## config.mk

```make
export PLATFORM = sky130hd
export DESIGN_NAME = wp_status_unit
export DESIGN_NICKNAME = d
export VERILOG_FILES = /design/src/rtl/wps_pkg.sv /design/src/rtl/protect_map.sv /design/src/rtl/wr_timer.sv /design/src/rtl/wp_status_unit.sv
export SDC_FILE = /design/constraint.sdc
export NUM_CORES = 1
export LEC_CHECK = 0
export BUFFER_PORTS_ARGS = -buffer_cell sky130_fd_sc_hd__buf_2
export CAP_MARGIN = 10
export CORE_MARGIN = 2
export CORE_UTILIZATION = 56
export DETAILED_ROUTE_END_ITERATION = 10
export PLACE_DENSITY = 0.83
export SYNTH_ARGS = -nofsm -noshare
export SYNTH_HDL_FRONTEND = slang
export SYNTH_SLANG_ARGS = --single-unit
```

## constraint.sdc

```tcl
create_clock -name clk -period 3.25 [get_ports clk]
set_input_delay 0.325 -clock clk [delete_from_list [all_inputs] [get_ports clk]]
set_output_delay 0.325 -clock clk [all_outputs]
set_load 0.05 [all_outputs]
```

## src/rtl/wps_pkg.sv

```systemverilog
package wps_pkg;
  localparam int WIP_POS = 0;
  localparam int WEL_POS = 1;
  localparam int BP_LO   = 2;
  localparam int BP_W    = 2;
endpackage

```

## src/rtl/protect_map.sv

```systemverilog
module protect_map #(
  parameter int ADDR_W = 8
) (
  input  logic [1:0]        bp,
  input  logic [ADDR_W-1:0] addr,
  output logic              prot
);
  localparam int TOP = ADDR_W - 1;

  always_comb begin
    unique case (bp)
      2'b00:   prot = 1'b0;
      2'b01:   prot = addr[TOP] & addr[TOP-1];
      2'b10:   prot = addr[TOP];
      default: prot = 1'b1;
    endcase
  end
endmodule

```

## src/rtl/wr_timer.sv

```systemverilog
module wr_timer #(
  parameter int CYCLES = 250000
) (
  input  logic clk,
  input  logic rst_n,
  input  logic clr,
  input  logic start,
  output logic active,
  output logic done
);
  localparam int CNT_W = (CYCLES > 2) ? $clog2(CYCLES) : 1;
  localparam logic [CNT_W-1:0] LOAD = CNT_W'(CYCLES - 1);

  logic             act_q, act_d;
  logic [CNT_W-1:0] cnt_q, cnt_d;

  assign active = act_q;
  assign done   = act_q && (cnt_q == '0);

  always_comb begin
    act_d = act_q;
    cnt_d = cnt_q;
    if (clr) begin
      act_d = 1'b0;
      cnt_d = '0;
    end else if (start && !act_q) begin
      act_d = 1'b1;
      cnt_d = LOAD;
    end else if (act_q) begin
      if (cnt_q == '0) act_d = 1'b0;
      else             cnt_d = cnt_q - 1'b1;
    end
  end

  always_ff @(posedge clk or negedge rst_n) begin
    if (!rst_n) begin
      act_q <= 1'b0;
      cnt_q <= '0;
    end else begin
      act_q <= act_d;
      cnt_q <= cnt_d;
    end
  end


  cycle_hold_chk: assert property (@(posedge clk) disable iff (!rst_n)
    (act_q && cnt_q != '0 && !clr) |=> act_q);

  idle_stay_chk: assert property (@(posedge clk) disable iff (!rst_n)
    (!act_q && !start) |=> !act_q);
endmodule

```

## src/rtl/wp_status_unit.sv

```systemverilog
module wp_status_unit #(
  parameter int ADDR_W    = 8,
  parameter int DATA_W    = 8,
  parameter int WR_CYCLES = 250000
) (
  input  logic              clk,
  input  logic              rst_n,
  input  logic              por,
  input  logic              cmd_wren,
  input  logic              cmd_wrdi,
  input  logic              commit_array,
  input  logic [ADDR_W-1:0] commit_addr,
  input  logic              commit_status,
  input  logic [DATA_W-1:0] status_data,
  input  logic              wp_n,
  output logic [DATA_W-1:0] status_byte,
  output logic              busy,
  output logic              prog_strobe,
  output logic [ADDR_W-1:0] prog_addr
);
  import wps_pkg::*;

  localparam int HI_W = DATA_W - BP_LO - BP_W;

  logic              wel_q, wel_d;
  logic [BP_W-1:0]   bp_q, bp_d, pend_q, pend_d;
  logic              isst_q, isst_d;
  logic              strb_q, strb_d;
  logic [ADDR_W-1:0] paddr_q, paddr_d;
  logic              prot, done, allow, acc_arr, acc_st, start;

  protect_map #(.ADDR_W(ADDR_W)) u_map (
    .bp   (bp_q),
    .addr (commit_addr),
    .prot (prot)
  );

  wr_timer #(.CYCLES(WR_CYCLES)) u_tmr (
    .clk    (clk),
    .rst_n  (rst_n),
    .clr    (por),
    .start  (start),
    .active (busy),
    .done   (done)
  );

  assign allow   = wel_q && wp_n && !busy && !por;
  assign acc_arr = allow && commit_array && !prot;
  assign acc_st  = allow && commit_status && !commit_array;
  assign start   = acc_arr || acc_st;

  always_comb begin
    wel_d   = wel_q;
    bp_d    = bp_q;
    pend_d  = pend_q;
    isst_d  = isst_q;
    paddr_d = paddr_q;
    strb_d  = 1'b0;
    if (por) begin
      wel_d  = 1'b0;
      isst_d = 1'b0;
    end else if (done) begin
      wel_d  = 1'b0;
      isst_d = 1'b0;
      if (isst_q) bp_d = pend_q;
    end else if (!busy) begin
      if (cmd_wrdi)      wel_d = 1'b0;
      else if (cmd_wren) wel_d = 1'b1;
      if (start) begin
        strb_d  = acc_arr;
        isst_d  = acc_st;
        paddr_d = commit_addr;
        pend_d  = status_data[BP_LO +: BP_W];
      end
    end
  end

  always_ff @(posedge clk or negedge rst_n) begin
    if (!rst_n) begin
      wel_q   <= 1'b0;
      bp_q    <= '0;
      pend_q  <= '0;
      isst_q  <= 1'b0;
      strb_q  <= 1'b0;
      paddr_q <= '0;
    end else begin
      wel_q   <= wel_d;
      bp_q    <= bp_d;
      pend_q  <= pend_d;
      isst_q  <= isst_d;
      strb_q  <= strb_d;
      paddr_q <= paddr_d;
    end
  end

  assign prog_strobe = strb_q;
  assign prog_addr   = paddr_q;
  assign status_byte = busy ? {DATA_W{1'b1}}
                            : {{HI_W{1'b0}}, bp_q, wel_q, 1'b0};


  strobe_in_cycle_chk: assert property (@(posedge clk) disable iff (!rst_n)
    prog_strobe |-> busy);

  start_needs_latch_chk: assert property (@(posedge clk) disable iff (!rst_n)
    $rose(busy) |-> $past(wel_q));

  start_needs_pin_chk: assert property (@(posedge clk) disable iff (!rst_n)
    $rose(busy) |-> $past(wp_n));

  strobe_unprotected_chk: assert property (@(posedge clk) disable iff (!rst_n)
    prog_strobe |-> !$past(prot));

  latch_clear_at_end_chk: assert property (@(posedge clk) disable iff (!rst_n)
    $fell(busy) |-> !wel_q);

  por_keeps_bp_chk: assert property (@(posedge clk) disable iff (!rst_n)
    $past(por) |-> bp_q == $past(bp_q));
endmodule

```

==> results.txt <==
GR Util met2: 37.73%
Pleak: 0.9993 nW
post-synthesis cell type count: 46
Antenna Cells: 0
CTS Hold Buffers Added: 0
mapped cell area: 1785 um2
Area growth, synth to finish: 12.89%
met1 GRT Util: 33.79%
initial antenna violation count: 0
clk root buf: clkbuf_4
sw power: 395.1 uW
dominant synthesized flop cell: dfrtp_1
top cell type's share of synthesized area: 47.65%
starting density of the core: 58.48%
Routed WL per cell: 15.93 um
global-route wire length before repair: 6637 um
count leader, synth: dfrtp_1
design area: 2016 um2
Hold Crit Class: in2async
vias: 1,468
Core Area: 3053 um2
GRT Residual Overflow: 0
clock buffer depth: 2
total CTS buffers: 5
Combinational Power Share: 29.6%
worst slew margin relative to its limit: 50.50%
CP Data Arrival Time: 2.66 ns
Setup violations, final: 0
Total GRT Usage: 24.82%
Cells after Synth: 171
global routing's busiest layer: met2
CTS tree: built
Final Max Slew Viols: 0
Clk pwr share: 25.9%
nets@finish: 225
Post-Syn Nets: 196
r2r setup slk: 0.83 ns
post-CTS resize count: 0
Max VDD drop: 0.3380 mV
top cells by count, synth: dfrtp_1 (34), a21oi_1 (11), mux2_2 (10), nor2_1 (10), nand2_1 (8)
placed wire-length estimate: 2820 um
CTS Sinks: 34
Worst-path clk slew: 0.10 ns
Antenna Nets Post-Route: 0
Clock Latency Late Sink: 0.33 ns
Async S/R FF share, synth: 100.0%
Die X-Extent: 60.47 um
clock period minus worst slack: 2.422 ns
synth top area cells: dfrtp_1 (48%), mux2_2 (6.3%), a21oi_1 (3.1%)
Seq cells post-synth: 34
Seq pwr share: 44.5%
PortBufs: 35
CP Class: reg2reg
sequential area share after synthesis: 47.65%
Post CTS Setup Buffer Count: 0
Worst EP required: 3.49 ns
worst-margin pin slew: 0.7426 ns
fill count: 257
share of cells above drive strength 1: 33.83%
worst reg2reg path startpoint: u_tmr.cnt_q[4]$_DFFE_PN0P_
unrepaired setup endpoints after global routing: no
switch share: 35.45%
P per Cell Area: 552.8 nW/um2
H-tree levels: 2
EDFF count, synth: 0
placed inst area: 1937 um2
setup TNS: 0 ns
register area: 850.8 um2
Hold Violations, Final: 0
DIE AREA: 3656 um2
final design utilization: 66.02%
num rows: 20
crit path max fanout: 12
Post-Syn Area per Cell: 10.44 um2
Worst Skew: 0.007153 ns
# IOs: 42
gpl congestion: 0.8462
1st-iter DRT viols: 84
Critical path origin: u_tmr.cnt_q[4]$_DFFE_PN0P_
met3 Use GR: 5.970%
crit end category: flip-flop
# Max-Cap Violations: 0
Tcrit/Tclk final: 74.52%
vias in the first global route: 1,442
P_int: 719.3 uW
largest net degree at the start of global routing: 35
Die Span Y: 60.47 um
DR pass1 iterations: 4
Vias/cell: 5.992
area of the multi-input gates: 810.8 um2
DRC errors left: 0
yosys warns: 0
fmax: 0.4129 GHz
status: complete, no violations
startpoint class of the critical path: flip-flop
total wire length: 3903 um
Synth area leader: dfrtp_1
per-layer routing:
layer	part of all wire, %	wire (um)
met2	49	1929
met4	1.1	41
met3	5.0	195
met1	45	1737
met5	0	0
flip-flops by register name, indices dropped and copies added, names as in the netlist:
| register | count |
|---|---|
| prog_addr | 8 |
| u_tmr.active | 1 |
| bp_q | 2 |
| u_tmr.cnt_q | 18 |
| pend_q | 2 |
| prog_strobe | 1 |
| wel_q | 1 |
| isst_q | 1 |
layout make-up:
class	count	area share (%)
clock buffers	8	3.911
inverters	6	1.117
multi-input cells	115	40.22
flip-flops and latches	34	42.21
well taps	44	2.731
repair buffers	38	9.808
critical path, cell delays in order, from the launching register on:
cell and delay (ns):
dfrtp_1 0.45, or4_1 0.68, nor3_2 0.19, buf_4 0.19, and3_2 0.35, or2_2 0.27
and3b_1 0.20
power groups by stage:
stage	logic [mW]	registers [mW]	clock network (mW)
2_1_floorplan	0.143	0.608	0
3_3_place_gp	0.322	0.500	0
3_5_place_dp	0.330	0.504	0
4_1_cts	0.331	0.496	0.293
5_1_grt	0.354	0.502	0.315
6_report	0.330	0.496	0.289
kinds of logic after synthesis:
kind of cell / share of synthesized area, %
and+or+nand+nor: 20.04
AOI/OAI and AO/OA: 16.68
DFF: 47.65
buffers and inverters: 6.938
muxes: 7.989
adders and majority gates: 0.7007
through the flow:
| step | setup slack, ns | power, mW | cells | hold slack (ns) |
|---|---|---|---|---|
| 2_1_floorplan | 0.9009 | 0.7509 | 171 | 0.02941 |
| 3_3_place_gp | 0.8799 | 0.8224 | 237 | 0.4221 |
| 6_report | 0.8280 | 1.114 | 245 | 0.04423 |
| 5_1_grt | 0.6942 | 1.171 | 245 | 0.1013 |
| 4_1_cts | 0.8261 | 1.119 | 245 | 0.06135 |
| 3_5_place_dp | 0.8518 | 0.8335 | 237 | 0.4263 |
cell usage in the layout (no fill, tap or decap), drive strengths merged, types with 2 or more instances in the layout:
cell / n
o21a: 3
buf: 38
o22ai: 2
nor2: 10
dfrtp: 34
o21ai: 5
or3: 7
o31ai: 3
a31oi: 3
o311ai: 5
nand2b: 2
nand3b: 2
a21oi: 11
inv: 6
nor3: 10
nor4: 2
nand3: 2
a211oi: 5
nand2: 8
or2: 5
clkbuf: 8
mux2: 12
or4: 2
a311oi: 3
path summary, 6_finish.rpt:
kind	endpoint	cells after the start
max in group asynchronous	wel_q$_DFFE_PN0P_	1
min in group clk	wel_q$_DFFE_PN0P_	2
min reg2reg	prog_addr[2]$_DFFE_PN0P_	1
max	u_tmr.cnt_q[15]$_DFFE_PN0P_	6
max reg2reg	u_tmr.cnt_q[15]$_DFFE_PN0P_	6
min	u_tmr.cnt_q[11]$_DFFE_PN0P_	1
Power figures use the tool's default switching activity.
